### src/rtl/dbg_erase_pkg.sv
package dbg_erase_pkg;
   typedef enum logic [1:0] {
      PH_IDLE  = 2'd0,
      PH_RAM   = 2'd1,
      PH_FLASH = 2'd2,
      PH_PROW  = 2'd3
   } phase_e;

   localparam int unsigned CE_BIT   = 4;
   localparam int unsigned DONE_BIT = 0;
   localparam int unsigned BUSY_BIT = 7;
   localparam logic [7:0]  W1C_MASK = 8'h1F;
endpackage

### src/rtl/dbg_erase_regs.sv
module dbg_erase_regs
   import dbg_erase_pkg::*;
#(
   parameter int unsigned        ADDR_W   = 12,
   parameter logic [ADDR_W-1:0]  CTRL_OFS = 'h100,
   parameter logic [ADDR_W-1:0]  STAT_OFS = 'h101
) (
   input  logic              clk,
   input  logic              rst_n,
   input  logic [ADDR_W-1:0] bus_addr,
   input  logic              bus_wen,
   input  logic [7:0]        bus_wdata,
   output logic [7:0]        bus_rdata,
   input  logic              busy_i,
   input  logic              done_set_i,
   input  logic              start_i,
   output logic              ce_hit_o,
   output logic              done_o
);
   logic       done_q;
   logic [7:0] clr_vec;
   logic [7:0] stat_val;
   logic       unused_wbits;

   assign ce_hit_o     = bus_wen && (bus_addr == CTRL_OFS) && bus_wdata[CE_BIT];
   assign clr_vec      = (bus_wen && (bus_addr == STAT_OFS)) ? (bus_wdata & W1C_MASK) : 8'h00;
   assign unused_wbits = ^clr_vec[7:1];

   always_ff @(posedge clk or negedge rst_n) begin
      if (!rst_n)               done_q <= 1'b0;
      else if (done_set_i)      done_q <= 1'b1;
      else if (start_i)         done_q <= 1'b0;
      else if (clr_vec[DONE_BIT]) done_q <= 1'b0;
   end

   always_comb begin
      stat_val           = 8'h00;
      stat_val[DONE_BIT] = done_q;
      stat_val[BUSY_BIT] = busy_i;
   end

   assign bus_rdata = (bus_addr == STAT_OFS) ? stat_val : 8'h00;
   assign done_o    = done_q;

   // a status write with bit 0 clear never drops DONE
   p_keep_done_r7: assert property (@(posedge clk) disable iff (!rst_n)
      done_q && !start_i && !(bus_wen && bus_addr == STAT_OFS && bus_wdata[DONE_BIT]) |=> done_q);
   // acceptance clears DONE
   p_start_clears_r9: assert property (@(posedge clk) disable iff (!rst_n)
      start_i |=> !done_q);
endmodule

### src/rtl/dbg_erase_walker.sv
module dbg_erase_walker #(
   parameter int unsigned NUM_PAGES = 8,
   parameter int unsigned RSV_PAGE  = 5
) (
   input  logic                         clk,
   input  logic                         rst_n,
   input  logic                         load_i,
   input  logic                         adv_i,
   output logic [$clog2(NUM_PAGES)-1:0] page_o,
   output logic                         last_o
);
   localparam int unsigned PW    = $clog2(NUM_PAGES);
   localparam logic [PW:0] FIRST = (PW+1)'((RSV_PAGE == 0) ? 1 : 0);
   localparam logic [PW:0] RSV   = (PW+1)'(RSV_PAGE);
   localparam logic [PW:0] LIMIT = (PW+1)'(NUM_PAGES);

   if (NUM_PAGES < 2) begin : g_bad_pages
      $error("dbg_erase_walker: NUM_PAGES must be at least 2");
   end
   if (RSV_PAGE >= NUM_PAGES) begin : g_bad_rsv
      $error("dbg_erase_walker: RSV_PAGE must lie inside the array");
   end

   logic [PW-1:0] page_q;
   logic [PW:0]   step1, nxt;

   assign step1  = {1'b0, page_q} + 1'b1;
   assign nxt    = (step1 == RSV) ? step1 + 1'b1 : step1;
   assign last_o = (nxt >= LIMIT);
   assign page_o = page_q;

   always_ff @(posedge clk or negedge rst_n) begin
      if (!rst_n)                page_q <= '0;
      else if (load_i)           page_q <= FIRST[PW-1:0];
      else if (adv_i && !last_o) page_q <= nxt[PW-1:0];
   end

   // pages only move upward
   p_ascend_r5: assert property (@(posedge clk) disable iff (!rst_n)
      adv_i && !last_o && !load_i |=> page_q > $past(page_q));
endmodule

### src/rtl/dbg_erase_fsm.sv
module dbg_erase_fsm
   import dbg_erase_pkg::*;
(
   input  logic clk,
   input  logic rst_n,
   input  logic start_i,
   input  logic ram_ack_i,
   input  logic pg_ack_i,
   input  logic prow_ack_i,
   input  logic walk_last_i,
   output logic ram_req_o,
   output logic pg_req_o,
   output logic prow_req_o,
   output logic walk_load_o,
   output logic walk_adv_o,
   output logic done_set_o,
   output logic busy_o
);
   phase_e ph_q, ph_d;

   always_comb begin
      ph_d        = ph_q;
      walk_load_o = 1'b0;
      walk_adv_o  = 1'b0;
      done_set_o  = 1'b0;
      unique case (ph_q)
         PH_IDLE:  if (start_i) ph_d = PH_RAM;
         PH_RAM:   if (ram_ack_i) begin
                      ph_d        = PH_FLASH;
                      walk_load_o = 1'b1;
                   end
         PH_FLASH: if (pg_ack_i) begin
                      if (walk_last_i) ph_d = PH_PROW;
                      else             walk_adv_o = 1'b1;
                   end
         PH_PROW:  if (prow_ack_i) begin
                      ph_d       = PH_IDLE;
                      done_set_o = 1'b1;
                   end
         default:  ph_d = PH_IDLE;
      endcase
   end

   always_ff @(posedge clk or negedge rst_n) begin
      if (!rst_n) ph_q <= PH_IDLE;
      else        ph_q <= ph_d;
   end

   assign ram_req_o  = (ph_q == PH_RAM);
   assign pg_req_o   = (ph_q == PH_FLASH);
   assign prow_req_o = (ph_q == PH_PROW);
   assign busy_o     = (ph_q != PH_IDLE);

   // one request at a time, each held until acknowledged
   p_one_req_r4: assert property (@(posedge clk) disable iff (!rst_n)
      $onehot0({ram_req_o, pg_req_o, prow_req_o}));
   p_ram_hold_r4: assert property (@(posedge clk) disable iff (!rst_n)
      ram_req_o && !ram_ack_i |=> ram_req_o);
   p_prow_hold_r4: assert property (@(posedge clk) disable iff (!rst_n)
      prow_req_o && !prow_ack_i |=> prow_req_o);
   p_ram_then_pg_r4: assert property (@(posedge clk) disable iff (!rst_n)
      $rose(pg_req_o) |-> $past(ram_req_o));
endmodule

### src/rtl/dbg_erase_seq.sv
module dbg_erase_seq
   import dbg_erase_pkg::*;
#(
   parameter int unsigned        ADDR_W    = 12,
   parameter logic [ADDR_W-1:0]  CTRL_OFS  = 'h100,
   parameter logic [ADDR_W-1:0]  STAT_OFS  = 'h101,
   parameter int unsigned        NUM_PAGES = 8,
   parameter int unsigned        RSV_PAGE  = 5
) (
   input  logic                         clk,
   input  logic                         rst_n,
   input  logic [ADDR_W-1:0]            bus_addr,
   input  logic                         bus_wen,
   input  logic [7:0]                   bus_wdata,
   output logic [7:0]                   bus_rdata,
   input  logic                         prot_lock,
   input  logic                         cold_entry,
   input  logic                         dev_rst_in,
   output logic                         cpu_hold,
   output logic                         ram_clr_req,
   input  logic                         ram_clr_ack,
   output logic                         pg_erase_req,
   output logic [$clog2(NUM_PAGES)-1:0] pg_erase_addr,
   input  logic                         pg_erase_ack,
   output logic                         prow_erase_req,
   input  logic                         prow_erase_ack
);
   if (CTRL_OFS == STAT_OFS) begin : g_bad_map
      $error("dbg_erase_seq: control and status offsets must differ");
   end

   logic ce_hit, start, busy, done, done_set;
   logic walk_load, walk_adv, walk_last;
   logic hold_q;

   assign start = ce_hit && !prot_lock && hold_q && !busy;

   always_ff @(posedge clk or negedge rst_n) begin
      if (!rst_n)                  hold_q <= 1'b0;
      else if (cold_entry)         hold_q <= 1'b1;
      else if (dev_rst_in && !busy) hold_q <= 1'b0;
   end
   assign cpu_hold = hold_q;

   dbg_erase_regs #(.ADDR_W(ADDR_W), .CTRL_OFS(CTRL_OFS), .STAT_OFS(STAT_OFS)) u_regs (
      .clk, .rst_n, .bus_addr, .bus_wen, .bus_wdata, .bus_rdata,
      .busy_i(busy), .done_set_i(done_set), .start_i(start),
      .ce_hit_o(ce_hit), .done_o(done)
   );

   dbg_erase_fsm u_fsm (
      .clk, .rst_n, .start_i(start),
      .ram_ack_i(ram_clr_ack), .pg_ack_i(pg_erase_ack), .prow_ack_i(prow_erase_ack),
      .walk_last_i(walk_last),
      .ram_req_o(ram_clr_req), .pg_req_o(pg_erase_req), .prow_req_o(prow_erase_req),
      .walk_load_o(walk_load), .walk_adv_o(walk_adv),
      .done_set_o(done_set), .busy_o(busy)
   );

   dbg_erase_walker #(.NUM_PAGES(NUM_PAGES), .RSV_PAGE(RSV_PAGE)) u_walk (
      .clk, .rst_n, .load_i(walk_load), .adv_i(walk_adv),
      .page_o(pg_erase_addr), .last_o(walk_last)
   );

   // a locked request never starts a run
   p_lock_drop_r2: assert property (@(posedge clk) disable iff (!rst_n)
      ce_hit && prot_lock && !busy |=> !busy);
   // no run without the CPU held
   p_need_hold_r3: assert property (@(posedge clk) disable iff (!rst_n)
      ce_hit && !hold_q && !busy |=> !busy);
   // the reserved page is never requested
   p_skip_rsv_r5: assert property (@(posedge clk) disable iff (!rst_n)
      pg_erase_req |-> pg_erase_addr != ($clog2(NUM_PAGES))'(RSV_PAGE));
   // DONE rises only after the row acknowledge
   p_done_after_row_r6: assert property (@(posedge clk) disable iff (!rst_n)
      $rose(done) |-> $past(prow_erase_ack));
   // CPU held throughout a run
   p_hold_busy_r10: assert property (@(posedge clk) disable iff (!rst_n)
      busy |-> cpu_hold);
endmodule

### config.mk
export PLATFORM = sky130hd
export DESIGN_NAME = dbg_erase_seq
export DESIGN_NICKNAME = d
export VERILOG_FILES = /design/src/rtl/dbg_erase_pkg.sv /design/src/rtl/dbg_erase_regs.sv /design/src/rtl/dbg_erase_walker.sv /design/src/rtl/dbg_erase_fsm.sv /design/src/rtl/dbg_erase_seq.sv
export SDC_FILE = /design/constraint.sdc
export NUM_CORES = 1
export LEC_CHECK = 0
export BUFFER_PORTS_ARGS = -buffer_cell sky130_fd_sc_hd__buf_4
export CAP_MARGIN = 20
export CORE_UTILIZATION = 44
export CTS_BUF_LIST = sky130_fd_sc_hd__clkbuf_8
export DETAILED_ROUTE_END_ITERATION = 10
export GPL_TIMING_DRIVEN = 0
export PLACE_DENSITY = 0.81
export SLEW_MARGIN = 20
export SYNTH_ARGS = -nofsm -noshare
export SYNTH_HDL_FRONTEND = slang
export SYNTH_HIERARCHICAL = 1
export SYNTH_SLANG_ARGS = --single-unit
### constraint.sdc
create_clock -name clk -period 2.3 [get_ports clk]
set_input_delay 0.46 -clock clk [delete_from_list [all_inputs] [get_ports clk]]
set_output_delay 0.46 -clock clk [all_outputs]
set_load 0.02 [all_outputs]
==> metrics.txt <==
layout cells sized above 1 0.440; WL per Instance 11.3 um; Final Util 0.691; GP Congestion 0.808; Synthesis Warnings 6; most frequent cells in the layout buf_4 (37), inv_1 (9), ha_1 (8), nor2_1 (8); synthesized flop and latch total 7; startpoint types register; Seq pwr share 0.225; RSZ-0062 raised after global routing false; slack of the critical path 210 ps; Die X 42.7 um; sw frac 0.426; critical path capture point type register; via count 664; Layout area overhead 44.7%; Slew Viols, Final 0; NetSw 0.463 mW; CTS Hold Bufs 0; share of power burned in combinational logic 0.617; Netlist cell types 38; IO Port Bufs 31; register area 176 sq um; hpwl dp 1.27 mm; antenna violations before repair 0; Mapped Avg Cell Area 9.58 sq um; Hold Violations, Final 0; first-pass GRT wire length 2.53 mm; die height 42.7 um; root buf cell clkbuf_8; Crit path required time 2410 ps; CTS tree yes; Synth Cell Area 728 sq um; period utilization 0.909; Die Area 1820 sq um; clk sinks 7; area of the multi-input gates 504 sq um; row count 14; PD cells 1030 nW/um^2; Total Wirelength 1.49 mm; status finished clean; # H-tree levels 1; clock skew 0.550 ps; Post-Place Worst Slack -11.1 ps; most common cell after layout, fill and taps aside buf_4; Syn Inst Count 76; Top Ports 44; maximum fanout along the worst path 8; post-CTS sizing 0; global route overflow 0; TritonRoute pass-1 iters 4; min-delay worst type in -> async; Routed Antenna Nets 0; TritonCTS buffer count 3; largest net degree at the start of global routing 9; Setup violations, final 0; initial detailed-routing violation count 7; Max clock buf depth 2; Arr. time, crit path 2200 ps; vias in the first global route 656; Tot GR Track Use 0.184; Worst-path clk slew 40 ps; n_diodes 0; post-CTS setup buffers 0; clock power share 0.158; NumNets Final 154; drc violations 0; Max-Cap Viols 0; P_int 0.623 mW; Initial Util 0.478; final hold slack 33.5 ps; post-synthesis sequential area ratio 0.241; Crit Path Class reg -> reg; Final min period 2090 ps; Skew-Pair Late Insertion Delay 230 ps; Leak 0.549 nW; Core Area 1520 sq um; Worst IR Drop VDD 0.000621 V; DR vias/cell 5.03; FILL cells 124; setup TNS 0 ps; FMAX 478 MHz; overall power 1.09 mW
-- worst paths after layout --
check	start	end	slack, ps	cells past startpoint
setup / recovery	u_walk/page_o[0]	u_fsm/ph_q[1]	210	7
hold / removal	rst_n	u_fsm/ph_q[1]	30	1
setup reg to reg	u_walk/page_o[0]	u_fsm/ph_q[1]	210	7
hold reg to reg	cpu_hold	cpu_hold	510	1
max in group asynchronous	rst_n	u_walk/page_o[0]	2140	1
min in group clk	cold_entry	cpu_hold	400	2
-- layer usage --
metal | global-route usage | vias to the layer above | part of all wire
met1 | 0.199 | 310 | 0.38
met5 | 0 | - | 0
met2 | 0.339 | 20 | 0.56
li1 | - | 332 | -
met3 | 0.0638 | 2 | 0.050
met4 | 0.0375 | 0 | 0.0094
-- power groups by stage --
stage               Clock [mW]  Sequential, mW  Combinational, mW
finish                   0.172           0.244              0.670
global route             0.187           0.254              0.744
CTS                      0.178           0.241              0.662
detailed placement           0           0.244              0.656
global placement             0           0.237              0.641
floorplan                    0           0.261              0.445
-- sequential cells by signal, indices dropped and copies added (netlist names) --
| name | count |
|---|---|
| u_fsm/ph_q | 2 |
| cpu_hold | 1 |
| u_regs/done_o | 1 |
| u_walk/page_o | 3 |
-- synthesized netlist by cell type --
cell	count	area, sq um
and2_2	1	7.51
or2b_1	1	7.51
a211oi_1	1	7.51
nor4b_4	1	23.8
buf_4	6	45.0
conb_1	1	3.75
xnor2_1	1	8.76
and2b_4	1	10.0
nand2b_1	2	12.5
a2111oi_4	1	27.5
dfrtp_1	7	175
a21o_1	1	7.51
and2b_1	1	7.51
nor2b_1	1	6.26
o32ai_1	1	8.76
o22a_1	1	8.76
mux2i_1	1	10.0
nand3_1	1	5.00
a21oi_1	1	5.00
nand4b_1	1	8.76
nor4_4	1	21.3
o32a_1	1	10.0
and4bb_2	1	12.5
o311ai_0	1	8.76
ha_1	8	100
o211ai_2	1	12.5
and2_1	3	18.8
o21ai_0	2	10.0
inv_1	8	30.0
and3b_1	1	8.76
nand4_2	1	12.5
nand2_1	2	7.51
nand3b_1	2	15.0
or3_1	1	6.26
mux2_1	1	11.3
nor2_1	8	30.0
nor3_1	1	5.00
mux2_2	1	11.3
-- per-stage QoR --
| stage | cell area, sq um | instances |
|---|---|---|
| 2_1_floorplan | 747 | 81 |
| 3_5_place_dp | 1000 | 128 |
| 3_3_place_gp | 1000 | 128 |
| 4_1_cts | 1040 | 132 |
| 6_report | 1050 | 132 |
| 5_1_grt | 1050 | 132 |
-- worst max-delay path, cell delays in order, from the launching register on --
cell and delay (ps):
dfrtp_2 440, inv_1 140, ha_1 230, nand3b_1 130, o21ai_1 170, nand2_1 110
a2111oi_4 380, mux2_2 370
-- cell type report --
cell class / count / share of cell area
Tap cell: 16 / 0.0190
Clock buffer: 3 / 0.0392
Inverter: 8 / 0.0285
Sequential cell: 7 / 0.167
Multi-Input combinational cell: 60 / 0.479
Clock inverter: 1 / 0.00356
Buffer: 6 / 0.0428
Timing Repair Buffer: 31 / 0.221
-- cell families (layout without fill, tap and decap cells) --
family	count (synthesis)	count (layout)	synth area share
and+or+nand+nor	31	31	0.311
buffers and inverters	14	49	0.103
AOI/OAI and AO/OA	11	11	0.146
adders and majority gates	8	8	0.137
DFF	7	7	0.241
muxes	3	3	0.0447
other	1	6	0.00515
xor gates and xnor gates	1	1	0.0120
Note: power is estimated with default switching activity, not from simulation.
